**config.mk**
```make
export PLATFORM = sky130hd
export DESIGN_NAME = pcie_adv_err_log
export DESIGN_NICKNAME = d
export VERILOG_FILES = /design/src/rtl/pael_pkg.sv /design/src/rtl/pael_classify.sv /design/src/rtl/pael_regs.sv /design/src/rtl/pael_hdr_log.sv /design/src/rtl/pcie_adv_err_log.sv
export SDC_FILE = /design/constraint.sdc
export NUM_CORES = 1
export LEC_CHECK = 0
export CAP_MARGIN = 40
export CORE_UTILIZATION = 47
export DETAILED_ROUTE_END_ITERATION = 10
export PLACE_DENSITY_LB_ADDON = 0.12
export SYNTH_ARGS = -nofsm -noshare
export SYNTH_HDL_FRONTEND = slang
export SYNTH_SLANG_ARGS = --single-unit
```
**constraint.sdc**
```tcl
create_clock -name clk -period 2.1 [get_ports clk]
set_clock_uncertainty 0.1 [all_clocks]
set_input_delay 0.21 -clock clk [delete_from_list [all_inputs] [get_ports clk]]
set_output_delay 0.21 -clock clk [all_outputs]
set_load 0.005 [all_outputs]
```
**src/rtl/pael_pkg.sv**
```systemverilog
package pael_pkg;
   localparam int unsigned N_ERR = 4;

   typedef enum logic [1:0] {
      ERR_CTO = 2'd0,
      ERR_CA  = 2'd1,
      ERR_UC  = 2'd2,
      ERR_UR  = 2'd3
   } err_id_e;

   localparam int unsigned A_COR_STAT = 0;
   localparam int unsigned A_COR_MASK = 1;
   localparam int unsigned A_UNC_STAT = 2;
   localparam int unsigned A_UNC_MASK = 3;
   localparam int unsigned A_UNC_SEV  = 4;
   localparam int unsigned A_FEP      = 5;
   localparam int unsigned A_HDR_BASE = 6;
endpackage

```
**src/rtl/pael_classify.sv**
```systemverilog
module pael_classify
   import pael_pkg::*;
(
   input  logic [N_ERR-1:0] ev,
   input  logic [N_ERR-1:0] sev,
   input  logic             cto_retry,
   output logic [N_ERR-1:0] adv,
   output logic [N_ERR-1:0] nonfatal,
   output logic [N_ERR-1:0] fatal
);
   for (genvar g = 0; g < N_ERR; g++) begin : g_cls
      assign fatal[g] = ev[g] & sev[g];
      if (g == int'(ERR_CTO)) begin : g_timeout
         // timeout is advisory only when the requester retries
         assign adv[g]      = ev[g] & ~sev[g] &  cto_retry;
         assign nonfatal[g] = ev[g] & ~sev[g] & ~cto_retry;
      end else begin : g_completion
         assign adv[g]      = ev[g] & ~sev[g];
         assign nonfatal[g] = 1'b0;
      end
   end
endmodule

```
**src/rtl/pael_regs.sv**
```systemverilog
module pael_regs
   import pael_pkg::*;
#(
   parameter int unsigned WORD_W = 32,
   parameter int unsigned ADDR_W = 4
) (
   input  logic              clk,
   input  logic              rst_n,
   input  logic              wr_en,
   input  logic [ADDR_W-1:0] wr_addr,
   input  logic [WORD_W-1:0] wr_data,
   input  logic              set_cor,
   input  logic [N_ERR-1:0]  set_unc,
   output logic              cor_stat,
   output logic              cor_mask,
   output logic [N_ERR-1:0]  unc_stat,
   output logic [N_ERR-1:0]  unc_mask,
   output logic [N_ERR-1:0]  unc_sev
);
   logic hit_cstat, hit_cmask, hit_ustat, hit_umask, hit_usev;
   logic [N_ERR-1:0] unc_clr;
   logic             cor_clr;

   assign hit_cstat = wr_en && (wr_addr == ADDR_W'(A_COR_STAT));
   assign hit_cmask = wr_en && (wr_addr == ADDR_W'(A_COR_MASK));
   assign hit_ustat = wr_en && (wr_addr == ADDR_W'(A_UNC_STAT));
   assign hit_umask = wr_en && (wr_addr == ADDR_W'(A_UNC_MASK));
   assign hit_usev  = wr_en && (wr_addr == ADDR_W'(A_UNC_SEV));

   assign cor_clr = hit_cstat & wr_data[0];
   assign unc_clr = hit_ustat ? wr_data[N_ERR-1:0] : '0;

   always_ff @(posedge clk) begin
      if (!rst_n) begin
         cor_stat <= 1'b0;
         cor_mask <= 1'b0;
         unc_stat <= '0;
         unc_mask <= '0;
         unc_sev  <= '0;
      end else begin
         cor_stat <= (cor_stat & ~cor_clr) | set_cor;
         unc_stat <= (unc_stat & ~unc_clr) | set_unc;
         if (hit_cmask) cor_mask <= wr_data[0];
         if (hit_umask) unc_mask <= wr_data[N_ERR-1:0];
         if (hit_usev)  unc_sev  <= wr_data[N_ERR-1:0];
      end
   end


   adv_sets_cor_chk: assert property (@(posedge clk) disable iff (!rst_n)
      set_cor |=> cor_stat);


   mask_hold_chk: assert property (@(posedge clk) disable iff (!rst_n)
      !(wr_en && wr_addr == ADDR_W'(A_UNC_MASK)) |=> $stable(unc_mask));
endmodule

```
**src/rtl/pael_hdr_log.sv**
```systemverilog
module pael_hdr_log
   import pael_pkg::*;
#(
   parameter int unsigned HDR_WORDS = 4,
   parameter int unsigned WORD_W    = 32,
   localparam int unsigned FEP_W    = $clog2(N_ERR),
   localparam int unsigned HDR_W    = HDR_WORDS * WORD_W
) (
   input  logic             clk,
   input  logic             rst_n,
   input  logic [N_ERR-1:0] log_req,
   input  logic [N_ERR-1:0] unc_stat,
   input  logic [HDR_W-1:0] hdr_in,
   output logic [FEP_W-1:0] fep,
   output logic [HDR_W-1:0] hdr_log
);
   logic [FEP_W-1:0] pick;
   logic             any_req;
   logic             busy;

   always_comb begin
      pick    = '0;
      any_req = |log_req;
      for (int i = N_ERR - 1; i >= 0; i--) begin
         if (log_req[i]) pick = FEP_W'(i);
      end
   end

   assign busy = unc_stat[fep];

   always_ff @(posedge clk) begin
      if (!rst_n) begin
         fep     <= '0;
         hdr_log <= '0;
      end else if (any_req && !busy) begin
         fep     <= pick;
         hdr_log <= hdr_in;
      end
   end


   log_locked_chk: assert property (@(posedge clk) disable iff (!rst_n)
      busy |=> ($stable(fep) && $stable(hdr_log)));


   first_claim_chk: assert property (@(posedge clk) disable iff (!rst_n)
      (!busy && any_req) |=> unc_stat[fep]);
endmodule

```
**src/rtl/pcie_adv_err_log.sv**
```systemverilog
module pcie_adv_err_log
   import pael_pkg::*;
#(
   parameter int unsigned HDR_WORDS = 4,
   parameter int unsigned WORD_W    = 32,
   parameter int unsigned ADDR_W    = 4,
   localparam int unsigned FEP_W    = $clog2(N_ERR),
   localparam int unsigned HDR_W    = HDR_WORDS * WORD_W
) (
   input  logic              clk,
   input  logic              rst_n,
   input  logic              ev_cto,
   input  logic              cto_retry,
   input  logic              ev_ca,
   input  logic              ev_uc,
   input  logic              ev_ur,
   input  logic [HDR_W-1:0]  hdr_in,
   input  logic              en_cor,
   input  logic              en_nonfatal,
   input  logic              en_fatal,
   input  logic [ADDR_W-1:0] reg_addr,
   input  logic              reg_we,
   input  logic [WORD_W-1:0] reg_wdata,
   output logic [WORD_W-1:0] reg_rdata,
   output logic              msg_cor,
   output logic              msg_nonfatal,
   output logic              msg_fatal
);
   if (WORD_W < N_ERR) begin : g_bad_word
      $error("WORD_W must hold every error status bit");
   end
   if ((2 ** ADDR_W) < (A_HDR_BASE + HDR_WORDS)) begin : g_bad_addr
      $error("ADDR_W too small for the header log window");
   end
   if (HDR_WORDS < 1) begin : g_bad_hdr
      $error("HDR_WORDS must be at least 1");
   end

   logic [N_ERR-1:0] ev_vec, adv, nonfatal, fatal;
   logic [N_ERR-1:0] set_unc, log_req;
   logic             set_cor;
   logic             cor_stat, cor_mask;
   logic [N_ERR-1:0] unc_stat, unc_mask, unc_sev;
   logic [FEP_W-1:0] fep;
   logic [HDR_W-1:0] hdr_log;

   assign ev_vec = {ev_ur, ev_uc, ev_ca, ev_cto};

   pael_classify i_cls (
      .ev        (ev_vec),
      .sev       (unc_sev),
      .cto_retry (cto_retry),
      .adv       (adv),
      .nonfatal  (nonfatal),
      .fatal     (fatal)
   );

   // advisory errors reach the uncorrectable status only past the advisory mask
   assign set_cor = |adv;
   assign set_unc = fatal | nonfatal | (adv & {N_ERR{~cor_mask}});
   assign log_req = set_unc & ~unc_mask;

   pael_regs #(.WORD_W(WORD_W), .ADDR_W(ADDR_W)) i_regs (
      .clk      (clk),
      .rst_n    (rst_n),
      .wr_en    (reg_we),
      .wr_addr  (reg_addr),
      .wr_data  (reg_wdata),
      .set_cor  (set_cor),
      .set_unc  (set_unc),
      .cor_stat (cor_stat),
      .cor_mask (cor_mask),
      .unc_stat (unc_stat),
      .unc_mask (unc_mask),
      .unc_sev  (unc_sev)
   );

   pael_hdr_log #(.HDR_WORDS(HDR_WORDS), .WORD_W(WORD_W)) i_log (
      .clk      (clk),
      .rst_n    (rst_n),
      .log_req  (log_req),
      .unc_stat (unc_stat),
      .hdr_in   (hdr_in),
      .fep      (fep),
      .hdr_log  (hdr_log)
   );

   always_ff @(posedge clk) begin
      if (!rst_n) begin
         msg_cor      <= 1'b0;
         msg_nonfatal <= 1'b0;
         msg_fatal    <= 1'b0;
      end else begin
         msg_cor      <= en_cor & set_cor & ~cor_mask;
         msg_nonfatal <= en_nonfatal & |(nonfatal & ~unc_mask);
         msg_fatal    <= en_fatal & |(fatal & ~unc_mask);
      end
   end

   always_comb begin
      reg_rdata = '0;
      case (reg_addr)
         ADDR_W'(A_COR_STAT): reg_rdata[0] = cor_stat;
         ADDR_W'(A_COR_MASK): reg_rdata[0] = cor_mask;
         ADDR_W'(A_UNC_STAT): reg_rdata[N_ERR-1:0] = unc_stat;
         ADDR_W'(A_UNC_MASK): reg_rdata[N_ERR-1:0] = unc_mask;
         ADDR_W'(A_UNC_SEV):  reg_rdata[N_ERR-1:0] = unc_sev;
         ADDR_W'(A_FEP):      reg_rdata[FEP_W-1:0] = fep;
         default: begin
            for (int k = 0; k < int'(HDR_WORDS); k++) begin
               if (reg_addr == ADDR_W'(A_HDR_BASE + k))
                  reg_rdata = hdr_log[k*WORD_W +: WORD_W];
            end
         end
      endcase
   end


   adv_no_nonfatal_chk: assert property (@(posedge clk) disable iff (!rst_n)
      msg_nonfatal |-> $past(ev_cto && !cto_retry));


   cor_enable_chk: assert property (@(posedge clk) disable iff (!rst_n)
      msg_cor |-> $past(en_cor));


   fatal_enable_chk: assert property (@(posedge clk) disable iff (!rst_n)
      msg_fatal |-> $past(en_fatal));
endmodule

```
# == After elaboration in Yosys (flattened, before gate mapping) ==
# Cells that the tools add are included.
# W data, S select, Z words.
# classes
eq_ne,9
n_bitwise,34
n_reduce_logical,15
n_lt_le_gt_ge,1
n_mux,15
# op_table
op,n
$mux W32,4
$mux W28,1
$and A1 B1 Y1,16
$and A4 B4 Y4,4
$eq A4 B3 Y1 const B,4
$reduce_or A4 Y1,4
$eq A4 B2 Y1 const B,2
$eq A4 B4 Y1 const B,2
$mux W2,4
$not A4 Y4,2
$or A4 B4 Y4,2
$pmux W2 S4,1
$not A1 Y1,7
$logic_and A1 B1 Y1,6
$pmux W1 S6,1
$reduce_or A6 Y1,1
$pmux W1 S5,1
$and A1 B4 Y4,1
$eq A4 B1 Y1 const B,1
$logic_not A4 Y1,1
$mux W4,1
$or A4 B1 Y4,1
$lt A2 B3 Y1 const B,1
$reduce_or A3 Y1,1
other kinds (5),5
# totals
word_cells,84
ff_bits,147
in_bits,175
output_inout_bits,35

# == Logic depth before layout (Yosys ltp) ==
# logic_depth
depth_word,10
mapped_depth,6
ltp_nobuf,4

# == By module ==
# From an unflattened synthesis, not the netlist that was laid out.
# hier_totals
cells_unflattened,856
area_unflattened_um2,7619.8
# by_module_without_submodules
mod,n_inst,cells_each,seq_area_each_um2,area_per_inst_um2
pael_hdr_log,1,573,2602.5,5328.9
pcie_adv_err_log,1,211,60.1,1620.3
pael_regs,1,59,280.3,578.1
pael_classify,1,13,0.0,92.6

# == Worst setup path before layout ==
# Ideal clock, no wire load.
# synth_timing
path_type,register to register
from,register i_log.fep[0]
to,register i_log.fep[0]
setup_time_ns,0.072
slack_ns,0.365
period_less_slack_ns,1.735
n_path_buf,2
t_arrival_ns,1.563
path_stages_with_launch,6
required_time_ns,1.928
path_cell_list,dfxtp_1 > mux2_2 > a221oi_4 > buf_6 > buf_8 > mux2i_1
# synth_via
elab_chain_len,4
# synth_rtl
element,line_no,text
start: declaration,pael_hdr_log.sv:14,"output logic [FEP_W-1:0] fep,"
start signal: assignment,pael_hdr_log.sv:36,fep <= pick;
$bmux W1 S2,pael_hdr_log.sv:29,assign busy = unc_stat[fep];
$mux W1 (not written as such),pael_hdr_log.sv:29,
$logic_not A1 Y1,pael_hdr_log.sv:35,end else if (any_req && !busy) begin
$logic_and A1 B1 Y1,pael_hdr_log.sv:35,
# No other way between the ends. The select of a mux whose other input is x is not followed.
# A chain may end at the register's enable or synchronous reset.

# == Worst setup path after layout ==
# layout_timing
from,register i_regs.unc_stat[0]
to,output port reg_rdata[0]
# layout_via
elab_chain_len,1
# layout_rtl
element,line_no,text
start: declaration,pael_regs.sv:16,"output logic [N_ERR-1:0] unc_stat,"
start signal: assignment,pael_regs.sv:42,unc_stat <= (unc_stat & ~unc_clr) | set_unc;
$pmux W1 S6,pcie_adv_err_log.sv:102,case (reg_addr)
end: declaration,pcie_adv_err_log.sv:24,"output logic [WORD_W-1:0] reg_rdata,"
# No other way between the ends.

==> load_flow_metrics.sql <==
INSERT INTO impl_metrics (metric_group, metric, value, unit) VALUES
('status', 'status', 'finished, final reports clean', ''),
('die', 'io_pins', '210', ''),
('setup_path', 'path_max_fanout', '3', ''),
('power', 'switching_share', '25.4', '%'),
('route', 'route.detailed.wl_per_inst', '15.9', 'um'),
('setup_path', 'sort_of_element_at_the_end_of_the_critical_path', 'output port', ''),
('synthesis', 'yosys-mux-area-fraction', '21.1', '%'),
('global_route', 'groute.usage.overall', '25.4', '%'),
('route', 'via_per_inst', '5.30', ''),
('route', 'post_detailed_route_count_of_antenna_violating_nets', '0', ''),
('cells_and_area', 'mostFrequentLayoutCell', 'sky130_fd_sc_hd__nand2_1', ''),
('setup_path', 'arrival', '1720', 'ps'),
('cts', 'cts_made_buffers', '17', ''),
('cells_and_area', 'syn_to_final_growth', '44.8', '%'),
('timing', 'timing_hold_violations_final', '0', ''),
('synthesis', 'synth-simple-area-share', '20.7', '%'),
('placement', 'port-buffer-count', '181', ''),
('synthesis', 'synthXorXnorAreaFrac', '0', '%'),
('synthesis', 'asyncSetResetFlopFracSynth', '0', '%'),
('route', 'remaining_drc_errors', '0', ''),
('global_route', 'grt_overflow', '0', ''),
('power', 'static_leakage', '0.00464', 'uW'),
('timing', 'worst_slew_pin_slew', '403', 'ps'),
('timing', 'unrepaired_setup_endpoints_after_global_routing', 'yes', ''),
('die', 'area_of_the_core', '0.0145', 'mm^2'),
('cells_and_area', 'finalNetCount', '1173', ''),
('synthesis', 'syn_nets', '970', ''),
('die', 'initial_utilization', '47.9', '%'),
('global_route', 'grt_pass1_vias', '6086', ''),
('timing', 'finalSetupViolCount', '0', ''),
('global_route', 'grt_start_max_net_pins', '94', ''),
('timing', 'max-slew-margin-rel', '73.1', '%'),
('timing', 'finalSetupTns', '0', 'ps'),
('synthesis', 'yosysSeqAreaShare', '42.4', '%'),
('synthesis', 'synth_enable_flop_cells', '0', ''),
('power', 'p_switching', '1920', 'uW'),
('route', 'vias', '6328', ''),
('synthesis', 'yosys.cell_types.count', '43', ''),
('die', 'die_w', '123', 'um'),
('power', 'cell_internal_pwr', '5660', 'uW'),
('timing', 'layout_min_cycle_time', '2030', 'ps'),
('route', 'detail_route.wirelength', '19000', 'um'),
('setup_path', 'critical_path_class', 'register to output port', ''),
('setup_path', 'cp.required', '1790', 'ps'),
('synthesis', 'synth_flop_cell', 'sky130_fd_sc_hd__dfxtp_1', ''),
('cts', 'clock_tree_from_tritoncts', 'yes', ''),
('flow_run', 'reported_max_cap_violation_count', '0', ''),
('route', 'dr.max_layer_used', 'met4', ''),
('synthesis', 'post_synth_fa_ha_maj_area_fraction', '0', '%'),
('route', 'detail_route.iter0.violations', '426', ''),
('global_route', 'grt_pass1_wl', '29800', 'um'),
('power', 'pwr-share-comb', '18.4', '%'),
('timing', 'final_min_period_over_clock_period', '96.6', '%'),
('cells_and_area', 'antenna-diode-count', '0', ''),
('die', 'die_height', '123', 'um'),
('synthesis', 'postSynthRegisterBits', '147', ''),
('synthesis', 'synth_top_family_by_area', 'multiplexers', ''),
('placement', 'placedCellCount', '1151', ''),
('route', 'wl_met3', '1280', 'um'),
('cells_and_area', 'fin_cells', '1195', ''),
('cts', 'cts-htree-levels', '4', ''),
('synthesis', 'synthesis.area', '0.00694', 'mm^2'),
('cts', 'root_buffer', 'sky130_fd_sc_hd__clkbuf_16', ''),
('die', 'die_outline_area', '0.0152', 'mm^2'),
('placement', 'place_congestion', '0.880', ''),
('placement', 'estimated_wirelength_of_the_detail_placed_design', '13400', 'um'),
('power', 'seqPwrFrac', '42.2', '%'),
('route', 'wl_on_met1', '8270', 'um'),
('synthesis', 'fraction_of_the_mapped_netlist_area_in_compound_gates', '10.2', '%'),
('cts', 'clkLatencyLatePin', '420', 'ps'),
('synthesis', 'syn_inst_count', '795', '');
-- layout make-up --
type / instances / area, um^2
fill: 1137 / 4440
multi-input combinational: 582 / 3680
sequential: 147 / 2950
timing repair buffer: 247 / 2590
clock buffer: 20 / 457
tap: 184 / 230
clock inverter: 12 / 131
inverter: 3 / 11.3
-- cells by family after synthesis --
| logic type | after synthesis |
|---|---|
| AOI/OAI and AO/OA | 90 |
| DFF | 147 |
| and+or+nand+nor | 346 |
| muxes | 146 |
| buffers and inverters | 66 |
-- through the flow --
step / power [uW] / hold WS, ps / setup WS, ps / area, um^2
after floorplan: 4000 / 187 / 365 / 6940
after global placement: 4560 / 342 / -510 / 9210
after detailed placement: 4610 / 350 / -490 / 9210
after CTS: 7600 / 98.0 / 33.0 / 9980
after global routing: 7900 / 133 / -13.4 / 10000
final: 7590 / 102 / 71.0 / 10000
-- worst max-delay path, cell delays in order (launching register included) --
cell	delay (ps)
sky130_fd_sc_hd__dfxtp_1	330
sky130_fd_sc_hd__nor2b_1	130
sky130_fd_sc_hd__o21a_1	180
sky130_fd_sc_hd__nor4_1	280
sky130_fd_sc_hd__a211oi_1	90
sky130_fd_sc_hd__dlygate4sd2_1	280
-- layer usage --
| metal | up-vias | track usage (%) |
|---|---|---|
| met2 | 212 | 43.0 |
| met3 | 30 | 5.72 |
| met1 | 2966 | 31.8 |
| li1 | 3120 | - |
| met4 | 0 | 8.51 |
| met5 | - | 0 |
-- cells in the mapped netlist (3+ instances only) --
master | number | area [um^2]
sky130_fd_sc_hd__buf_8 | 10 | 150
sky130_fd_sc_hd__clkbuf_1 | 46 | 173
sky130_fd_sc_hd__o211ai_1 | 3 | 22.5
sky130_fd_sc_hd__a22oi_1 | 65 | 488
sky130_fd_sc_hd__nand3_1 | 6 | 30.0
sky130_fd_sc_hd__buf_6 | 3 | 33.8
sky130_fd_sc_hd__inv_1 | 3 | 11.3
sky130_fd_sc_hd__nor2b_1 | 20 | 125
sky130_fd_sc_hd__nand2b_1 | 4 | 25.0
sky130_fd_sc_hd__nor2_1 | 6 | 22.5
sky130_fd_sc_hd__buf_2 | 3 | 15.0
sky130_fd_sc_hd__mux2i_1 | 145 | 1450
sky130_fd_sc_hd__nand2_1 | 292 | 1100
sky130_fd_sc_hd__dfxtp_1 | 147 | 2940
-- final timing paths --
check / end / slack, ps / depth (start not counted)
min: msg_fatal / 100 / 3
min reg2reg: i_log.hdr_log[61] / 360 / 2
max: reg_rdata[0] / 70 / 5
max reg2reg: i_log.hdr_log[3] / 130 / 7
-- flip-flops by register name (all words and copies together) (netlist names) --
register         count
i_regs.unc_sev       4
msg_nonfatal         1
msg_cor              1
i_regs.unc_stat      4
i_log.fep            2
i_regs.unc_mask      4
i_regs.cor_stat      1
msg_fatal            1
i_log.hdr_log      128
i_regs.cor_mask      1
-- power by group through the flow --
stage / combinational (uW) / clock (uW) / sequential, uW
floorplan: 787 / 0 / 3210
global placement: 1320 / 0 / 3250
detailed placement: 1350 / 0 / 3260
CTS: 1370 / 3030 / 3200
global route: 1500 / 3170 / 3230
finish: 1390 / 2990 / 3200
-- timing repair --
action,in CTS,in global routing
setup endpoints to repair,32,6
gates resized for setup,62,8
gates cloned,2,1
setup buffers,9,0
pin swaps,4,4
Power figures use the tool's default switching activity.
